<file path="config.mk">
export PLATFORM = sky130hd
export DESIGN_NAME = spi_fan_mux
export DESIGN_NICKNAME = d
export VERILOG_FILES = /design/src/rtl/spi_fan_pkg.sv /design/src/rtl/spi_fan_addr_rx.sv /design/src/rtl/spi_fan_decode.sv /design/src/rtl/spi_fan_clk_gate.sv /design/src/rtl/spi_fan_cfg.sv /design/src/rtl/spi_fan_mux.sv
export SDC_FILE = /design/constraint.sdc
export NUM_CORES = 1
export LEC_CHECK = 0
export BUFFER_PORTS_ARGS = -buffer_cell sky130_fd_sc_hd__buf_2
export CORE_ASPECT_RATIO = 1.1
export CORE_UTILIZATION = 25
export CTS_CLUSTER_DIAMETER = 30
export DETAILED_ROUTE_END_ITERATION = 8
export SLEW_MARGIN = 25
export SYNTH_ARGS = -nofsm -noshare
export SYNTH_HDL_FRONTEND = slang
export SYNTH_SLANG_ARGS = --single-unit
</file>
<file path="constraint.sdc">
create_clock -name clk_i -period 3.1 [get_ports clk_i]
set_input_delay 0 -clock clk_i [delete_from_list [all_inputs] [get_ports clk_i]]
set_output_delay 0 -clock clk_i [all_outputs]
set_load 0.05 [all_outputs]
</file>
<file path="src/rtl/spi_fan_pkg.sv">
package spi_fan_pkg;

    localparam int BYTE_W = 8;
    localparam int CNT_W  = $clog2(BYTE_W);

    typedef logic [BYTE_W-1:0] byte_t;
    typedef logic [CNT_W-1:0]  bitcnt_t;

    typedef enum logic {
        PH_ADDR = 1'b0,
        PH_DATA = 1'b1
    } phase_e;

    typedef enum logic [1:0] {
        TGT_SLAVE = 2'd0,
        TGT_CFG   = 2'd1,
        TGT_BAD   = 2'd2
    } target_e;

    typedef struct packed {
        phase_e  phase;
        bitcnt_t bit_cnt;
        logic    first_data;
        logic    byte_done;
        byte_t   addr;
        byte_t   byte_now;
    } rx_state_t;

    function automatic target_e classify(input byte_t a, input int n_slaves);
        if (int'(a) < n_slaves)       return TGT_SLAVE;
        else if (int'(a) == n_slaves) return TGT_CFG;
        else                          return TGT_BAD;
    endfunction

endpackage

</file>
<file path="src/rtl/spi_fan_addr_rx.sv">
module spi_fan_addr_rx
    import spi_fan_pkg::*;
(
    input  logic      clk_i,
    input  logic      rst_i,
    input  logic      cs_n_i,
    input  logic      mosi_i,
    output rx_state_t st_o
);
    phase_e  phase_q;
    bitcnt_t cnt_q;
    logic    first_q;
    byte_t   shift_q;
    byte_t   addr_q;
    logic    last_bit;
    byte_t   byte_now;

    assign last_bit = (cnt_q == bitcnt_t'(BYTE_W - 1));
    assign byte_now = {shift_q[BYTE_W-2:0], mosi_i};

    always_ff @(posedge clk_i) begin
        if (rst_i) begin
            addr_q <= '0;
        end else if (!cs_n_i && phase_q == PH_ADDR && last_bit) begin
            addr_q <= byte_now;
        end
    end

    always_ff @(posedge clk_i) begin
        if (rst_i || cs_n_i) begin
            phase_q <= PH_ADDR;
            cnt_q   <= '0;
            first_q <= 1'b1;
            shift_q <= '0;
        end else begin
            shift_q <= byte_now;
            cnt_q   <= cnt_q + 1'b1;
            if (last_bit) begin
                if (phase_q == PH_ADDR) phase_q <= PH_DATA;
                else                    first_q <= 1'b0;
            end
        end
    end

    assign st_o = '{phase: phase_q, bit_cnt: cnt_q, first_data: first_q,
                    byte_done: last_bit, addr: addr_q, byte_now: byte_now};


    addr_phase_hold_chk: assert property (@(posedge clk_i) disable iff (rst_i)
        (phase_q == PH_ADDR && !last_bit) |=> (phase_q == PH_ADDR));


    cs_release_chk: assert property (@(posedge clk_i) disable iff (rst_i)
        cs_n_i |=> (phase_q == PH_ADDR && cnt_q == '0 && first_q));
endmodule

</file>
<file path="src/rtl/spi_fan_decode.sv">
module spi_fan_decode
    import spi_fan_pkg::*;
#(
    parameter int NUM_SLAVES = 8
) (
    input  logic                  active_i,
    input  byte_t                 addr_i,
    output target_e               kind_o,
    output logic [NUM_SLAVES-1:0] ss_n_o
);
    assign kind_o = classify(addr_i, NUM_SLAVES);

    for (genvar g = 0; g < NUM_SLAVES; g++) begin : g_sel
        assign ss_n_o[g] = ~(active_i && (kind_o == TGT_SLAVE) &&
                             (addr_i == byte_t'(g)));
    end
endmodule

</file>
<file path="src/rtl/spi_fan_clk_gate.sv">
module spi_fan_clk_gate (
    input  logic clk_i,
    input  logic rst_i,
    input  logic cs_n_i,
    input  logic en_i,
    output logic gate_o,
    output logic sclk_o
);
    logic gate_q;

    // enable changes only while the clock is low, so no pulse is clipped
    always_ff @(negedge clk_i) begin
        if (rst_i) gate_q <= 1'b0;
        else       gate_q <= en_i;
    end

    assign gate_o = gate_q;
    assign sclk_o = clk_i & gate_q & ~cs_n_i;
endmodule

</file>
<file path="src/rtl/spi_fan_cfg.sv">
module spi_fan_cfg
    import spi_fan_pkg::*;
#(
    parameter byte_t CFG_RESET = 8'h3C
) (
    input  logic      clk_i,
    input  logic      rst_i,
    input  logic      sel_i,
    input  rx_state_t st_i,
    output byte_t     cfg_o,
    output logic      miso_o,
    output logic      miso_oe_o
);
    byte_t   cfg_q;
    logic    wr_en;
    bitcnt_t rd_idx;

    assign wr_en     = sel_i && st_i.first_data && st_i.byte_done;
    assign rd_idx    = bitcnt_t'(BYTE_W - 1) - st_i.bit_cnt;
    assign miso_o    = cfg_q[rd_idx];
    assign miso_oe_o = sel_i && st_i.first_data;
    assign cfg_o     = cfg_q;

    always_ff @(posedge clk_i) begin
        if (rst_i)      cfg_q <= CFG_RESET;
        else if (wr_en) cfg_q <= st_i.byte_now;
    end


    cfg_write_window_chk: assert property (@(posedge clk_i) disable iff (rst_i)
        !$stable(cfg_q) |-> ($past(wr_en) || $past(rst_i)));
endmodule

</file>
<file path="src/rtl/spi_fan_mux.sv">
module spi_fan_mux
    import spi_fan_pkg::*;
#(
    parameter int    NUM_SLAVES = 8,
    parameter byte_t CFG_RESET  = 8'h3C
) (
    input  logic                  clk_i,
    input  logic                  rst_i,
    input  logic                  cs_n_i,
    input  logic                  mosi_i,
    output logic                  sclk_o,
    output logic [NUM_SLAVES-1:0] ss_n_o,
    output logic                  miso_o,
    output logic                  miso_oe_o
);
    rx_state_t st;
    target_e   kind;
    logic      active;
    logic      cfg_sel;
    logic      gate;
    byte_t     cfg_val;

    spi_fan_addr_rx u_rx (
        .clk_i  (clk_i),
        .rst_i  (rst_i),
        .cs_n_i (cs_n_i),
        .mosi_i (mosi_i),
        .st_o   (st)
    );

    assign active = (st.phase == PH_DATA) && !cs_n_i;

    spi_fan_decode #(.NUM_SLAVES(NUM_SLAVES)) u_dec (
        .active_i (active),
        .addr_i   (st.addr),
        .kind_o   (kind),
        .ss_n_o   (ss_n_o)
    );

    assign cfg_sel = active && (kind == TGT_CFG);

    spi_fan_clk_gate u_gate (
        .clk_i  (clk_i),
        .rst_i  (rst_i),
        .cs_n_i (cs_n_i),
        .en_i   (active && (kind == TGT_SLAVE)),
        .gate_o (gate),
        .sclk_o (sclk_o)
    );

    spi_fan_cfg #(.CFG_RESET(CFG_RESET)) u_cfg (
        .clk_i     (clk_i),
        .rst_i     (rst_i),
        .sel_i     (cfg_sel),
        .st_i      (st),
        .cfg_o     (cfg_val),
        .miso_o    (miso_o),
        .miso_oe_o (miso_oe_o)
    );


    one_select_chk: assert property (@(posedge clk_i) disable iff (rst_i)
        $onehot0(~ss_n_o));


    release_selects_chk: assert property (@(posedge clk_i) disable iff (rst_i)
        cs_n_i |-> (&ss_n_o));


    no_gate_in_addr_chk: assert property (@(posedge clk_i) disable iff (rst_i)
        (st.phase == PH_ADDR) |-> !gate);


    readback_no_slave_chk: assert property (@(posedge clk_i) disable iff (rst_i)
        miso_oe_o |-> ((&ss_n_o) && !gate));


    bad_target_quiet_chk: assert property (@(posedge clk_i) disable iff (rst_i)
        (active && kind == TGT_BAD) |-> ((&ss_n_o) && !miso_oe_o && $stable(cfg_val)));
endmodule

</file>
==> results of run 1 <==
==> critical path: stages (launching register included) <==
cell and delay, ps:
dfxtp_1 320, or4_4 560, nor3b_4 200, nor3b_1 180
==> cells in the mapped netlist, drive strengths merged <==
cell / number / area share
and4b: 1 / 0.0078
nand3: 3 / 0.012
mux4: 2 / 0.035
nor4: 6 / 0.034
dfxtp: 29 / 0.45
ha: 2 / 0.019
or4: 1 / 0.0087
o21a: 1 / 0.0058
mux2i: 8 / 0.062
and2: 9 / 0.044
inv: 2 / 0.0058
a21oi: 4 / 0.016
mux2: 1 / 0.0087
buf: 7 / 0.041
nor3: 1 / 0.0039
nor2: 12 / 0.035
nand4: 6 / 0.029
clkbuf: 3 / 0.0087
nor2b: 1 / 0.0049
nand4b: 3 / 0.025
a31oi: 4 / 0.019
o31ai: 4 / 0.023
nor4b: 2 / 0.030
or4b: 1 / 0.011
nor3b: 3 / 0.026
nand2: 6 / 0.017
o21ai: 4 / 0.016
==> worst min-delay path by stage <==
stage / start / to / slack, ps / cells past startpoint
floorplan: mosi_i / u_rx.shift_q[0] / 120 / 1
global placement: mosi_i / u_rx.shift_q[0] / 260 / 2
detailed placement: mosi_i / u_rx.shift_q[0] / 270 / 2
CTS: mosi_i / u_rx.shift_q[0] / 400 / 3
global route: mosi_i / u_rx.shift_q[0] / 450 / 3
finish: mosi_i / u_rx.shift_q[0] / 420 / 3
==> layer usage <==
| metal | wire length [um] | GRT usage |
|---|---|---|
| met1 | 1180 | 0.140 |
| met2 | 1260 | 0.155 |
| met3 | 139 | 0.0407 |
| met4 | 76 | 0.100 |
| met5 | 0 | 0 |
==> state kept, by name (all words and copies together) (netlist names) <==
register       count
u_rx.phase_q       1
u_rx.first_q       1
u_cfg.cfg_o        8
u_rx.cnt_q         3
u_rx.shift_q       7
u_rx.addr_q        8
u_gate.gate_o      1
==> layout by cell type (no fill, tap or decap), drive strengths merged, types with 2 or more instances in the layout <==
cell and n:
nor4b 2, nand4b 3, nand4 6, mux2i 8, inv 3, a21oi 4, nor2 12, clkbuf 8
dfxtp 29, clkinv 2, a31oi 4, and2 9, buf 17, nor3b 3, nor4 6, o21ai 4
mux4 2, nand2 6, ha 2, dlygate4sd3 3, o31ai 4, nand3 3
==> kinds of logic (layout without fill, tap and decap cells) <==
group                      count (synthesis)  in the layout  share of synthesized area
and+or+nand+nor                           55             55                      0.289
DFF                                       29             29                      0.451
AOI/OAI and AO/OA                         17             17                     0.0797
buffers and inverters                     12             33                     0.0554
muxes                                     11             11                      0.106
adders and majority gates                  2              2                     0.0194
==> final cells by class <==
type | count | area (um^2) | share of cell area
multi-input combinational | 85 | 636 | 0.412
sequential | 29 | 581 | 0.376
timing repair buffer | 19 | 118 | 0.0762
clock buffer | 9 | 115 | 0.0746
tap | 58 | 72.6 | 0.0470
clock inverter | 4 | 17.5 | 0.0114
inverter | 1 | 3.75 | 0.00243
==> through the flow <==
stage / setup WS, ps / area [um^2] / std cells / hold slack, ps / utilization
6_report: 279 / 1540 / 205 / 419 / 0.311
3_5_place_dp: 227 / 1390 / 191 / 269 / 0.280
4_1_cts: 272 / 1540 / 205 / 404 / 0.311
5_1_grt: 216 / 1540 / 205 / 446 / 0.311
2_1_floorplan: 197 / 1290 / 126 / 122 / -
3_3_place_gp: 249 / 1390 / 191 / 265 / 0.280
==> power groups by stage <==
stage / logic, mW / clock network (mW) / registers [mW]
after floorplan: 0.0132 / 0.00404 / 0.385
after global placement: 0.0175 / 0.00404 / 0.386
after detailed placement: 0.0175 / 0.00404 / 0.386
after CTS: 0.0205 / 0.402 / 0.378
after global routing: 0.0227 / 0.426 / 0.378
final: 0.0202 / 0.389 / 0.377
==> repair_timing <==
action	CTS	global route
hold buffers	3	0
hold endpoints to repair	11	0
setup buffers	0	0
==> impl_metrics.ini, run 1 <==
[status]
outcome = complete, but fails checks
violations = DRC

[die]
die_width_um = 70.4
ioPinCount = 15
num_rows = 27
start_util = 0.259
die_y_um = 77.3
core-area_um2 = 4970
die-area_um2 = 5440

[power_and_ir_drop]
p_sw_mw = 0.169
finalPower_mw = 0.787
p_comb_frac = 0.026
p_clk_frac = 0.495
peakVddDrop_mv = 0.171
power_density_nw_per_um2 = 510
p_seq_frac = 0.480
p_int_mw = 0.618
p_leak_nw = 0.584
p_sw_frac = 0.214

[run]
maxCapViolations = 0

[placed_design]
hpwl_um = 1830
gp_congestion = 0.721
port_buffers = 14

[sta]
hold_violations = 0
clock-skew-final_ps = 76.5
slew_headroom = 0.498
tightest_slew_ps = 746
setup-violations-final = 0
rsz0062_at_grt = false
slew_viol_final = 0
fin_tns_setup_ps = 0

[detailed_routing]
wirelength_um = 2660
drt_first_pass_iters = 6
ant_nets = 0
route.detailed.drc = 1
wire_per_inst_um = 13.0
via_per_inst = 4.86
drtIter0Drc = 66
vias = 996

[synthesis]
syn-cell-area_um2 = 1290
ys_ff_latch = 29
yosys_warnings = 0
syn_inst = 126
seq_area_frac_synth = 0.451
synthDistinctLibCells = 33
avgSynthCellArea_um2 = 10.2
syn_nets = 132

[setup_path]
rr_worst_depth = 3
r2r_end = u_gate.gate_o
r2r_start = u_rx.addr_q[4]
crit_path_max_fanout = 3
startpoint = u_rx.addr_q[4]
required_ps = 1920
rrSetupSlack_ps = 280
worstPathArrival_ps = 1640
cp-endpoint = u_gate.gate_o
start_kind = flip-flop
crit_type = reg2reg
endpoint_kind = flip-flop

[grt]
grt_pass1_wl_um = 4620
antenna_found_initial = 0
gr-usage-all-layers = 0.114
grt-ovfl-total = 0
grt_max_degree = 17
grt_pass1_vias = 929

[min_path]
hp-class = in2reg

[clock_network]
cts_resized = 0
cts_tree = yes
cts.clk_slew.worst_paths_ps = 60
worstSkewPairLatency_ps = 450

[cells_and_area]
fill_cells = 499
drive_above_1_share = 0.252
diodes = 0
synthToLayoutAreaGrowth_pct = 19.8
finalNetCount = 152
Power figures use the tool's default switching activity.
==> run 2: changes to the inputs <==
--- a/config.mk
+++ b/config.mk
@@ -6,7 +6,7 @@
 export NUM_CORES = 1
 export LEC_CHECK = 0
 export BUFFER_PORTS_ARGS = -buffer_cell sky130_fd_sc_hd__buf_2
-export CORE_ASPECT_RATIO = 1.1
+export CORE_ASPECT_RATIO = 1.4
 export CORE_UTILIZATION = 25
 export CTS_CLUSTER_DIAMETER = 30
 export DETAILED_ROUTE_END_ITERATION = 8
==> run 2 against run 1 <==
  * The run now ends clean
  * Clock power increased by 14%
  * Cell area grew 1.7%
  * Count of clock-buffer cells in the layout grew 2
  * Largest cell class unchanged
  * Routed wire length increased by 4.1%
  * Via count shrank 0.30%
  * Power up 6.9%
  * Critical path depth unchanged
  * Sequential power about the same
  * Non-clock buffer count unchanged
  * First-iteration DRC count decreased by 59%
==> impl_metrics.ini, run 2 (synthesized netlist as in run 1, its figures left out) <==
[status]
outcome = complete, no violations

[placed_design]
port_buffers = 14
gp_congestion = 0.750
place_ws_ps = 221
placed_cells = 197
hpwl_um = 1940

[sta]
hold_violations = 0
fin_tns_setup_ps = 0
slew_viol_final = 0
hold_ws_ps = 397
tightest_slew_ps = 722
setup_ws_ps = 267
setup-violations-final = 0
clock-skew-final_ps = 71.3
slew_headroom = 0.515
rsz0062_at_grt = false

[detailed_routing]
via_per_inst = 4.71
route.detailed.drc = 0
drt_first_pass_iters = 4
ant_nets = 0
wl_met2_um = 1350
drtIter0Drc = 27
wl_met1_um = 1210
vias = 993
wire_per_inst_um = 13.1
top_layer_used = met4
dr_wl_met3_um = 86
wirelength_um = 2760

[setup_path]
crit_buf_inv = 0
crit_type = reg2reg
crit_path_max_fanout = 3
cp_slowest_cell = or4_4
rrSetupSlack_ps = 270
start_kind = flip-flop
startpoint = u_rx.addr_q[4]
crit_path_max_incr_delay_ps = 560
worstPathArrival_ps = 1660
endpoint_kind = flip-flop
crit_chain = or4_4 -> nor3b_4 -> nor3b_1
r2r_start = u_rx.addr_q[4]
cp_top_family = simple AND/OR/NAND/NOR gates
required_ps = 1920

[grt]
gr-usage-all-layers = 0.120
grt-ovfl-total = 0
grt_max_degree = 17
grt_pass1_vias = 1021
antenna_found_initial = 0
grt_pass1_wl_um = 4690

[power_and_ir_drop]
p_leak_nw = 0.590
finalPower_mw = 0.841
power_density_nw_per_um2 = 536
peakVddDrop_mv = 0.184

[die]
core-area_um2 = 4920
die_width_um = 62.7
num_rows = 30
start_util = 0.262
die-area_um2 = 5440
die_y_um = 86.9
ioPinCount = 15

[clock_network]
cts.clk_slew.worst_paths_ps = 60
cts_resized = 0
cts_setup_buffers = 0
worstSkewPairLatency_ps = 460
hold_buffers = 3
cts_tree = yes

[cells_and_area]
final_cells = 211
final_common_cell = dfxtp_1
diodes = 0
finalNetCount = 152
synthToLayoutAreaGrowth_pct = 21.9
final_cell_mix = dfxtp_1 (29), buf_2 (14), nor2_1 (12)
drive_above_1_share = 0.259

[min_path]
min_from = mosi_i
hp-class = in2reg

[run]
maxCapViolations = 0
==> run 2: changes by cell type in the layout (fill, tap and decap cells not counted), sizes merged <==
cell and delta:
inv -1, clkinv -1, clkbuf +2
==> run 2: per-layer routing <==
metal  vias to the layer above  GRT usage
li1                        496          -
met1                       474      0.121
met4                         0      0.127
met5                         -          0
met2                        13      0.182
met3                        10     0.0497
==> run 2: metrics by stage <==
stage	util	area, um^2
final	0.319	1570
after global routing	0.319	1570
after CTS	0.319	1570
after detailed placement	0.284	1400
after global placement	0.284	1400
after floorplan	-	1290
==> run 2: cell type report <==
| class | instances | area, um^2 |
|---|---|---|
| Clock buffer | 11 | 143 |
| Timing Repair Buffer | 19 | 118 |
| Tap cell | 64 | 80.1 |
| Sequential cell | 29 | 581 |
| Fill cell | 505 | 3350 |
| Inverter | 1 | 3.75 |
| Multi-Input combinational cell | 85 | 636 |
| Clock inverter | 2 | 8.76 |
==> run 2: path summary, 6_finish.rpt <==
check	end	cells past startpoint
worst min register to register	u_cfg.cfg_o[6]	2
worst max register to register	u_gate.gate_o	3
worst max-delay path	u_gate.gate_o	3
worst min-delay path	u_rx.shift_q[0]	3
==> run 2: worst reg2reg max path, delay by kind of cell (launching register included) <==
family           cells  cell delay (ps)
DFF                  1              320
and+or+nand+nor      3              950
==> run 2: report_power, final <==
part           switching [mW]  internal [mW]
registers             0.00259          0.375
logic                  0.0121        0.00800
clock network           0.160          0.284
total                   0.174          0.667
==> run 3: changes to the inputs <==
==> constraint.sdc (replaced) <==
create_clock -name clk_i -period 2.5 [get_ports clk_i]
set_input_delay 0 -clock clk_i [delete_from_list [all_inputs] [get_ports clk_i]]
set_output_delay 0 -clock clk_i [all_outputs]
set_load 0.05 [all_outputs]
==> run 3 against run 2 <==
  * The flow now finishes with violations (setup timing)
  * Combinational power grew 23%
  * Via count increased by 2.6%
  * Sequential share of layout area decreased by 0.30 points
  * Global-route usage is 0.83 points lower
  * Die area unchanged
  * Hold slack improved by 8.9 ps
  * Count of clock-buffer cells in the layout unchanged
  * Sequential power up 24%
  * Routed wire length decreased by 0.51%
  * Clock power rose by 15%
  * First-iteration DRC count decreased by 7.4%
  * Cell count increased by 0.95%
  * Largest cell class unchanged
  * Highest routed layer unchanged
==> impl_metrics.ini, run 3 (synthesized netlist as in run 1, its figures left out) <==
[grt]
grt-ovfl-total = 0
grt_pass1_wl_um = 4460
grt_pass1_vias = 980
grt_max_degree = 17
gr-usage-all-layers = 0.112
antenna_found_initial = 0

[detailed_routing]
wirelength_um = 2750
wire_per_inst_um = 12.9
route.detailed.drc = 0
vias = 1019
drt_first_pass_iters = 4
ant_nets = 0
drtIter0Drc = 25
via_per_inst = 4.78

[clock_network]
cts_setup_buffers = 0
cts_tree = yes
worstSkewPairLatency_ps = 440
cts.clk_slew.worst_paths_ps = 60

[setup_path]
crit_buf_inv = 0
rrSetupSlack_ps = -3
start_kind = flip-flop
endpoint_kind = flip-flop
required_ps = 1620
r2r_start = u_rx.addr_q[4]
crit_path_max_fanout = 2
crit_type = reg2reg
rr_worst_depth = 3
worstPathArrival_ps = 1620
r2r_end = u_gate.gate_o
crit_path_max_incr_delay_ps = 550
crit_chain = or4_4 -> nor3b_4 -> nor3b_2
cp_slowest_cell = or4_4
cp_top_family = simple AND/OR/NAND/NOR gates

[run]
maxCapViolations = 0

[cells_and_area]
final_cell_mix = dfxtp_1 (28), buf_2 (14), nor2_1 (12)
final_common_cell = dfxtp_1
drive_above_1_share = 0.275
finalNetCount = 154
fill_cells = 520
synthToLayoutAreaGrowth_pct = 23.1
diodes = 0
final_util = 0.322

[min_path]
hp-class = in2reg
hold_end = u_rx.shift_q[0]
min_delay_path_depth = 3
min_from = mosi_i

[power_and_ir_drop]
p_leak_nw = 0.599
peakVddDrop_mv = 0.294
power_density_nw_per_um2 = 632

[sta]
setup-violations-final = 1
fin_tns_setup_ps = -2.62
setup_ws_ps = -2.62
clock-skew-final_ps = 73.2
rsz0062_at_grt = true
hold_violations = 0
slew_viol_final = 0
tightest_slew_ps = 747
slew_headroom = 0.501

[placed_design]
hpwl_um = 1970
gp_congestion = 0.787
place_ws_ps = -61.1
port_buffers = 14

[die]
ioPinCount = 15
core-area_um2 = 4920
start_util = 0.262
die_width_um = 62.7
die_y_um = 86.9
num_rows = 30
die-area_um2 = 5440

[status]
violations = setup timing
outcome = complete, but fails checks
-- run 3: layout make-up --
cell class                 count  area [um^2]  area share
inverter                       1         3.75     0.00237
multi-input combinational     85          647       0.408
clock inverter                 2         7.51     0.00474
sequential                    29          582       0.367
timing repair buffer          21          133      0.0837
tap                           64         80.1      0.0505
clock buffer                  11          133      0.0837
-- run 3: worst reg2reg max path, stage by stage, from the launching register on --
cell and delay [ps]:
dfxtp_2 320, or4_4 550, nor3b_4 200, nor3b_2 180
-- run 3: worst max path at each step --
stage	startpoint	end	slack [ps]	cells after the start
final	u_rx.addr_q[4]	u_gate.gate_o	-3	3
after global routing	u_rx.addr_q[4]	u_gate.gate_o	-20	3
after CTS	u_rx.addr_q[4]	u_gate.gate_o	10	3
after detailed placement	u_rx.addr_q[4]	u_gate.gate_o	-60	3
after global placement	u_rx.addr_q[4]	u_gate.gate_o	-30	3
after floorplan	u_rx.addr_q[4]	u_gate.gate_o	-100	3
-- run 3: power breakdown --
group,internal [mW],leakage [nW],switching [mW]
Clock,0.323,0.0846,0.186
Combinational,0.00994,0.280,0.0148
Sequential,0.465,0.235,0.00321
Total,0.798,0.599,0.204
-- run 3: through the flow --
| step | cells | area [um^2] | hold slack (ps) | total power [mW] |
|---|---|---|---|---|
| floorplan | 126 | 1290 | 122 | 0.498 |
| global placement | 199 | 1420 | 257 | 0.505 |
| detailed placement | 199 | 1420 | 257 | 0.505 |
| CTS | 213 | 1580 | 400 | 1.02 |
| global route | 213 | 1590 | 431 | 1.05 |
| finish | 213 | 1590 | 406 | 1.00 |
-- run 3: what timing repair did --
item	4_1_cts	5_1_grt
hold buffers	3	0
endpoints found under the setup margin	1	1
gates resized for setup	1	1
hold endpoints to repair	12	0
cloned	0	0
-- run 3: per-layer routing --
layer,GRT usage,wire length [um],part of all wire,up-vias
li1,-,-,-,507
met1,0.118,1150,0.42,492
met2,0.183,1420,0.52,15
met3,0.0380,95,0.035,5
met4,0.0888,75,0.027,0
met5,0,0,0,-
